<file path="src/rtl/cpx_pkg.sv">
package cpx_pkg;

    localparam int INSN_W = 32;

    typedef enum logic [1:0] {
        ST_IDLE  = 2'd0,
        ST_ACK   = 2'd1,
        ST_FAULT = 2'd2
    } cpx_state_e;

    localparam logic [3:0] CP_SYS   = 4'd15;
    localparam logic [3:0] CP_DBG   = 4'd14;
    localparam logic [3:0] RN_ID    = 4'd0;
    localparam logic [3:0] RN_CTRL  = 4'd1;
    localparam logic [3:0] RN_TTB   = 4'd2;
    localparam logic [3:0] RN_CYCLE = 4'd1;

    localparam logic [31:0] CTRL_READ_ONES = 32'h0000_0070;

endpackage

</file>
<file path="src/rtl/cpx_decode.sv">
module cpx_decode
    import cpx_pkg::*;
#(
    parameter int          DATA_W   = 32,
    parameter logic [31:0] ID_VALUE = 32'h6905_2100
) (
    input  logic [INSN_W-1:0] insn,
    input  logic              ext_en,
    input  logic [DATA_W-1:0] ctrl_q,
    input  logic [DATA_W-1:0] ttb_q,
    input  logic [DATA_W-1:0] cycle_count,
    output logic              fault,
    output logic              sys_sel,
    output logic [3:0]        crn,
    output logic [DATA_W-1:0] rd_value
);
    logic [3:0] cpn;
    logic       dbg_sel;
    logic       unused_insn_bits;

    assign cpn              = insn[11:8];
    assign crn              = insn[19:16];
    assign unused_insn_bits = ^{insn[31:20], insn[15:12], insn[7:0]};

    assign sys_sel = (cpn == CP_SYS);
    assign dbg_sel = (cpn == CP_DBG) && ext_en;
    assign fault   = !(sys_sel || dbg_sel);

    always_comb begin
        rd_value = '0;
        if (sys_sel) begin
            unique case (crn)
                RN_ID:   rd_value = DATA_W'(ID_VALUE);
                RN_CTRL: rd_value = ctrl_q | DATA_W'(CTRL_READ_ONES);
                RN_TTB:  rd_value = ttb_q;
                default: rd_value = '0;
            endcase
        end else if (dbg_sel) begin
            rd_value = (crn == RN_CYCLE) ? cycle_count : '0;
        end
    end
endmodule

</file>
<file path="src/rtl/cpx_regfile.sv">
module cpx_regfile #(
    parameter int          DATA_W     = 32,
    parameter logic [31:0] CTRL_WMASK = 32'h0000_3F8F
) (
    input  logic              clk,
    input  logic              rst_n,
    input  logic              wr_ctrl,
    input  logic              wr_ttb,
    input  logic [DATA_W-1:0] wdata,
    output logic [DATA_W-1:0] ctrl_q,
    output logic [DATA_W-1:0] ttb_q
);
    localparam logic [DATA_W-1:0] WMASK = DATA_W'(CTRL_WMASK);

    always_ff @(posedge clk) begin
        if (!rst_n) begin
            ctrl_q <= '0;
            ttb_q  <= '0;
        end else begin
            if (wr_ctrl) ctrl_q <= wdata & WMASK;
            if (wr_ttb)  ttb_q  <= wdata;
        end
    end

    assert_ctrl_masked_R3: assert property (@(posedge clk) disable iff (!rst_n)
        wr_ctrl |=> ((ctrl_q & ~WMASK) == '0) && ((ctrl_q ^ $past(wdata)) & WMASK) == '0);
    assert_ctrl_hold_R6: assert property (@(posedge clk) disable iff (!rst_n)
        !wr_ctrl |=> $stable(ctrl_q));
    assert_ttb_load_R4: assert property (@(posedge clk) disable iff (!rst_n)
        wr_ttb |=> ttb_q == $past(wdata));
    assert_ttb_hold_R6: assert property (@(posedge clk) disable iff (!rst_n)
        !wr_ttb |=> $stable(ttb_q));
endmodule

</file>
<file path="src/rtl/cpx_access.sv">
module cpx_access
    import cpx_pkg::*;
#(
    parameter int          DATA_W     = 32,
    parameter logic [31:0] ID_VALUE   = 32'h6905_2100,
    parameter logic [31:0] CTRL_WMASK = 32'h0000_3F8F
) (
    input  logic              clk,
    input  logic              rst_n,
    input  logic              req,
    input  logic              wr,
    input  logic [INSN_W-1:0] insn,
    input  logic [DATA_W-1:0] wdata,
    input  logic [DATA_W-1:0] cycle_count,
    input  logic              ext_en,
    output logic [DATA_W-1:0] rdata,
    output logic              done,
    output logic              err,
    output logic              mmu_on,
    output logic [DATA_W-1:0] table_base
);
    cpx_state_e        state_q, state_d;
    logic              fault, sys_sel;
    logic [3:0]        crn;
    logic [DATA_W-1:0] rd_value, ctrl_q, ttb_q, rdata_q;
    logic              wr_ctrl, wr_ttb;

    cpx_decode #(.DATA_W(DATA_W), .ID_VALUE(ID_VALUE)) u_decode (
        .insn        (insn),
        .ext_en      (ext_en),
        .ctrl_q      (ctrl_q),
        .ttb_q       (ttb_q),
        .cycle_count (cycle_count),
        .fault       (fault),
        .sys_sel     (sys_sel),
        .crn         (crn),
        .rd_value    (rd_value)
    );

    assign wr_ctrl = req && wr && sys_sel && (crn == RN_CTRL);
    assign wr_ttb  = req && wr && sys_sel && (crn == RN_TTB);

    cpx_regfile #(.DATA_W(DATA_W), .CTRL_WMASK(CTRL_WMASK)) u_regs (
        .clk     (clk),
        .rst_n   (rst_n),
        .wr_ctrl (wr_ctrl),
        .wr_ttb  (wr_ttb),
        .wdata   (wdata),
        .ctrl_q  (ctrl_q),
        .ttb_q   (ttb_q)
    );

    always_comb begin
        state_d = ST_IDLE;
        unique case (state_q)
            ST_IDLE, ST_ACK, ST_FAULT: begin
                if (req) state_d = fault ? ST_FAULT : ST_ACK;
                else     state_d = ST_IDLE;
            end
            default: state_d = ST_IDLE;
        endcase
    end

    always_ff @(posedge clk) begin
        if (!rst_n) state_q <= ST_IDLE;
        else        state_q <= state_d;
    end

    always_ff @(posedge clk) begin
        if (!rst_n)                     rdata_q <= '0;
        else if (req && !wr && !fault)  rdata_q <= rd_value;
        else                            rdata_q <= '0;
    end

    always_comb begin
        done       = (state_q == ST_ACK);
        err        = (state_q == ST_FAULT);
        rdata      = rdata_q;
        mmu_on     = ctrl_q[0];
        table_base = ttb_q;
    end

    assert_resp_after_req_R10: assert property (@(posedge clk) disable iff (!rst_n)
        req |=> (done ^ err));
    assert_quiet_after_idle_R10: assert property (@(posedge clk) disable iff (!rst_n)
        !req |=> (!done && !err && rdata == '0));
    assert_fault_no_effect_R9: assert property (@(posedge clk) disable iff (!rst_n)
        err |-> (rdata == '0) && $stable(table_base) && $stable(mmu_on));
    assert_ctrl_fixed_ones_R3: assert property (@(posedge clk) disable iff (!rst_n)
        (req && !wr && insn[11:8] == 4'd15 && insn[19:16] == 4'd1) |=> (rdata[6:4] == 3'b111));
endmodule

</file>
<file path="config.mk">
export PLATFORM = sky130hd
export DESIGN_NAME = cpx_access
export DESIGN_NICKNAME = d
export VERILOG_FILES = /design/src/rtl/cpx_pkg.sv /design/src/rtl/cpx_decode.sv /design/src/rtl/cpx_regfile.sv /design/src/rtl/cpx_access.sv
export SDC_FILE = /design/constraint.sdc
export NUM_CORES = 1
export LEC_CHECK = 0
export ABC_AREA = 1
export CORE_MARGIN = 3
export CORE_UTILIZATION = 60
export CTS_CLUSTER_DIAMETER = 200
export DETAILED_ROUTE_END_ITERATION = 7
export DONT_BUFFER_PORTS = 1
export PLACE_DENSITY = 0.82
export RECOVER_POWER = 25
export SLEW_MARGIN = 40
export SYNTH_ARGS = -nofsm -noshare
export SYNTH_HDL_FRONTEND = slang
export SYNTH_HIERARCHICAL = 1
export SYNTH_SLANG_ARGS = --single-unit
</file>
<file path="constraint.sdc">
create_clock -name clk -period 1.75 [get_ports clk]
set_input_delay 0.4375 -clock clk [delete_from_list [all_inputs] [get_ports clk]]
set_output_delay 0.4375 -clock clk [all_outputs]
set_load 0.05 [all_outputs]
</file>
==> results of run 1 <==
## per-stage QoR
stage / utilization [%] / instance area, um^2 / power, mW / instances
after global routing: 66.1 / 4340 / 3.80 / 736
final: 66.1 / 4340 / 3.69 / 736
after CTS: 66.6 / 4380 / 3.73 / 736
after detailed placement: 62.5 / 4100 / 1.98 / 720
after global placement: 62.5 / 4100 / 1.97 / 720
after floorplan: - / 4280 / 2.02 / 668
## state kept, by name, indices dropped and copies added, names as in the netlist
register       flops
u_regs/ttb_q      32
state_q            2
rdata             32
u_regs/ctrl_q     11
## metal layers
metal  vias to the layer above  track usage (%)  share of wire (%)
li1                       1874                -                  -
met1                      1464             30.8                 49
met2                       147             35.3                 43
met3                         8             5.59                7.4
met4                         0             6.64                1.0
met5                         -                0                  0
## cell type report
class | instances | share of cell area [%]
multi-input combinational | 448 | 44.3
sequential | 77 | 35.5
inverter | 83 | 7.20
timing repair buffer | 19 | 4.09
clock buffer | 10 | 3.17
clock inverter | 6 | 3.08
tap | 93 | 2.68
## worst max path at each step
stage / to / start / slack (ps)
after floorplan: u_regs/ttb_q[27] / insn[8] / 230
after global placement: u_regs/ttb_q[30] / insn[8] / 170
final: table_base[27] / u_regs/ttb_q[27] / 260
after global routing: done / state_q[0] / 190
after detailed placement: u_regs/ttb_q[30] / insn[8] / 150
after CTS: table_base[27] / u_regs/ttb_q[27] / 240
## where the power goes
part	internal [mW]	total, mW	leakage (nW)	switching (mW)
Clock	1.13	1.75	0.136	0.622
Sequential	1.75	1.76	0.620	0.00588
Combinational	0.0562	0.176	1.27	0.120
==> impl_metrics.py, run 1 <==
metrics = {
    "outcome": {
        "status": "finished, final reports clean",
    },
    "setup_path": {
        "rrSetupSlack_ps": 450,
        "worstPathMaxFanout": 3,
        "timing.rr.start": "u_regs/ttb_q[11]",
        "r2r_cells": 6,
        "worst_setup_path_end_kind": "output pin",
        "worstSetupPathType": "register to output pin",
        "required_ps": 1310,
        "cp_data_arrival_time_ps": 1050,
        "start_kind": "register",
        "crit_cells": 0,
        "worst_r2r_endpoint": "rdata[11]",
    },
    "hold_path": {
        "holdPathEnd": "u_regs/ttb_q[25]",
        "min_path_type": "primary input to register",
        "whs_path_depth": 2,
        "hp-start": "rst_n",
    },
    "clocking": {
        "root_buffer": "clkbuf_8",
        "insertion_delay_ps": 340,
        "ctsResizeCount": 0,
        "clock_path_buffers": 2,
        "cts_tree": "done",
        "cts_max_level": 3,
        "clock_sinks": 77,
        "postCtsHoldBufs": 0,
        "cts_buffers": 9,
        "post_cts_buffers": 0,
        "cts.clk_slew.worst_paths_ps": 80,
    },
    "timing": {
        "max_freq_mhz": 670,
        "setup-violations-final": 0,
        "fin_ws_ps": 258,
        "worst_pin_slew_ps": 619,
        "rsz0062_at_grt": "no",
        "slew_viol_final": 0,
        "tns_ps": 0,
        "min_period_ps": 1490,
        "finalHoldViolCount": 0,
        "period_share_pct": 85.3,
        "timing.slew.headroom_pct": 58.7,
        "finalHoldWorstSlack_ps": 227,
        "clock_skew_ps": 12.8,
    },
    "global_routing": {
        "grt_usage_pct": 22.5,
        "antenna_found_initial": 0,
        "grt_overflow": 0,
        "grt_max_degree": 45,
        "grt_pass1_vias": 3215,
        "grt_pass1_wl_um": 15000,
    },
    "detailed_routing": {
        "drtIter0Drc": 195,
        "via_count": 3493,
        "drtAntennaViolNets": 0,
        "wl_per_cell_um": 12.2,
        "drcViolationCount": 0,
        "via_per_inst": 4.75,
        "first_pass_iters": 5,
        "routed_wl_um": 8980,
    },
    "finish": {
        "multi_input_area_mm2": 0.00192,
        "layout.nets": 739,
        "layout_common_cells": "199 x nand2_1, 101 x nor2_1, 93 x nand3_1",
        "seqCellArea_mm2": 0.00154,
        "mostFrequentLayoutCell": "nand2_1",
        "syn_to_final_growth_pct": 2.97,
        "fillers": 603,
        "drive_gt1_share_pct": 11.4,
        "antenna_cells": 0,
    },
    "floorplan": {
        "core-area_mm2": 0.00657,
        "die_h_um": 89.8,
        "rows": 29,
        "dieArea_mm2": 0.00807,
        "io-pin-count": 168,
        "die_w_um": 89.8,
        "initial_core_util_pct": 64.2,
    },
    "yosys": {
        "syn-cell-area_mm2": 0.00422,
        "yosysWarnings": 6,
        "synthCells": 651,
        "syn-mean-instance-area_um2": 6.48,
    },
    "placement": {
        "place_congestion": 0.835,
        "dp_hpwl_um": 6810,
        "io_buffers": 0,
        "dp_slack_ps": 145,
    },
    "power": {
        "power.density_mw_per_mm2": 849,
        "peakVddDrop_v": 0.000463,
        "power_leakage_nw": 2.03,
    },
    "run": {
        "cap_violations": 0,
    },
}
Note: power is estimated with default switching activity, not from simulation.
==> run 2, diff against run 1 <==
SYNTH_HIERARCHICAL = default   (was 1)
==> run 2 against run 1 <==
  * Non-clock buffer count shrank 4
  * Clock skew shrank 4.9 ps
  * Combinational power shrank 37%
  * Highest routed layer unchanged
==> impl_metrics.py, run 2 <==
metrics = {
    "finish": {
        "final_util_pct": 69.3,
        "fin_cells": 581,
        "mostFrequentLayoutCell": "nand2_1",
        "antenna_cells": 0,
        "fin_area_mm2": 0.00365,
        "drive_gt1_share_pct": 7.44,
        "syn_to_final_growth_pct": 7.83,
        "layout.nets": 608,
        "layout_common_cells": "141 x nand2_1, 95 x nor2_1, 77 x dfxtp_1",
    },
    "yosys": {
        "async_flop_share_pct": 0,
        "synth-seq-area-share_pct": 45.5,
        "synth.most_common_cell": "nand2_1",
        "synth-edff-count": 0,
        "synth_area_leaders": "dfxtp_1 45%, nand2_1 16%, nor2_1 11%",
        "synth_flop_cell": "dfxtp_1",
        "synthCells": 511,
        "synth_top_area_share_pct": 45.5,
        "yosys_register_bits": 77,
        "syn-mean-instance-area_um2": 6.63,
        "syn-cell-area_mm2": 0.00339,
        "syn_nets": 612,
        "ys_types": 20,
        "synthTopCellsByCount": "141 x nand2_1, 95 x nor2_1, 77 x dfxtp_1",
        "yosysWarnings": 0,
        "yosysTopAreaCell": "dfxtp_1",
    },
    "timing": {
        "slew_viol_final": 0,
        "finalHoldViolCount": 0,
        "fin_ws_ps": 266,
        "period_share_pct": 84.8,
        "setup-violations-final": 0,
        "min_period_ps": 1480,
        "timing.slew.headroom_pct": 51.0,
        "max_freq_mhz": 674,
        "clock_skew_ps": 7.95,
        "tns_ps": 0,
        "finalHoldWorstSlack_ps": 212,
        "rsz0062_at_grt": "no",
        "worst_pin_slew_ps": 735,
    },
    "setup_path": {
        "start_kind": "register",
        "crit_start": "u_regs.ttb_q[19]",
        "required_ps": 1310,
        "worstSetupPathType": "register to output pin",
        "worst_setup_path_end_kind": "output pin",
        "cp_data_arrival_time_ps": 1050,
        "rrSetupSlack_ps": 490,
        "timing.rr.start": "u_regs.ttb_q[4]",
        "worstPathMaxFanout": 3,
    },
    "floorplan": {
        "io-pin-count": 168,
        "initial_core_util_pct": 64.3,
        "die_w_um": 81.2,
        "core-area_mm2": 0.00527,
        "die_h_um": 81.2,
        "rows": 26,
        "dieArea_mm2": 0.00659,
    },
    "clocking": {
        "cts_tree": "done",
        "insertion_delay_ps": 340,
        "clock_sinks": 77,
        "post_cts_buffers": 0,
        "cts_buffers": 9,
        "ctsResizeCount": 0,
        "clock_path_buffers": 2,
        "root_buffer": "clkbuf_8",
        "cts.clk_slew.worst_paths_ps": 80,
        "cts_max_level": 3,
        "postCtsHoldBufs": 0,
    },
    "hold_path": {
        "min_path_type": "primary input to register",
        "hp-start": "rst_n",
    },
    "global_routing": {
        "grt_pass1_vias": 2884,
        "grt_usage_pct": 27.3,
        "grt_pass1_wl_um": 13800,
        "grt_overflow": 0,
        "antenna_found_initial": 0,
        "grt_max_degree": 45,
    },
    "detailed_routing": {
        "wl_per_cell_um": 15.3,
        "drtAntennaViolNets": 0,
        "drtIter0Drc": 245,
        "routed_wl_um": 8870,
        "via_count": 3148,
        "first_pass_iters": 5,
        "drcViolationCount": 0,
        "via_per_inst": 5.42,
    },
    "outcome": {
        "status": "finished, final reports clean",
    },
    "placement": {
        "io_buffers": 0,
        "dp_hpwl_um": 6400,
        "placed_cell_area_mm2": 0.00347,
        "dp_slack_ps": 250,
        "place_congestion": 0.934,
        "dp_cells": 566,
    },
    "power": {
        "p_total_mw": 3.44,
        "power.density_mw_per_mm2": 943,
        "peakVddDrop_v": 0.000569,
        "power_leakage_nw": 1.67,
    },
    "run": {
        "cap_violations": 0,
    },
}
## run 2: area by class of cell
class | instances | area [um^2]
clock buffer | 9 | 124
multi-input combinational | 349 | 1480
timing repair buffer | 15 | 97.6
sequential | 77 | 1540
inverter | 55 | 209
fill | 465 | 1620
tap | 70 | 87.6
clock inverter | 6 | 111
## run 2: per-layer routing
layer | GRT usage, % | wire length [um] | up-vias | part of all wire [%]
met4 | 10.8 | 144 | 0 | 1.6
li1 | - | - | 1564 | -
met1 | 35.0 | 3530 | 1383 | 40
met5 | 0 | 0 | - | 0
met2 | 42.4 | 4070 | 182 | 46
met3 | 9.09 | 1130 | 19 | 13
## run 2: final timing paths
kind | endpoint | cells after the start
hold reg to reg | u_regs.ctrl_q[13] | 2
setup / recovery | table_base[19] | 0
hold / removal | u_regs.ttb_q[19] | 2
setup reg to reg | rdata[4] | 4
## run 2: kinds of logic after synthesis
logic type	synth area share [%]
and+or+nand+nor	39.1
DFF	45.5
AOI/OAI and AO/OA	5.02
buffers and inverters	10.4
## run 2: power breakdown
part           internal, mW  total, mW  switching [mW]
combinational        0.0321      0.110          0.0775
sequential             1.75       1.76         0.00554
clock                 0.942       1.58           0.635
total                  2.73       3.44           0.718
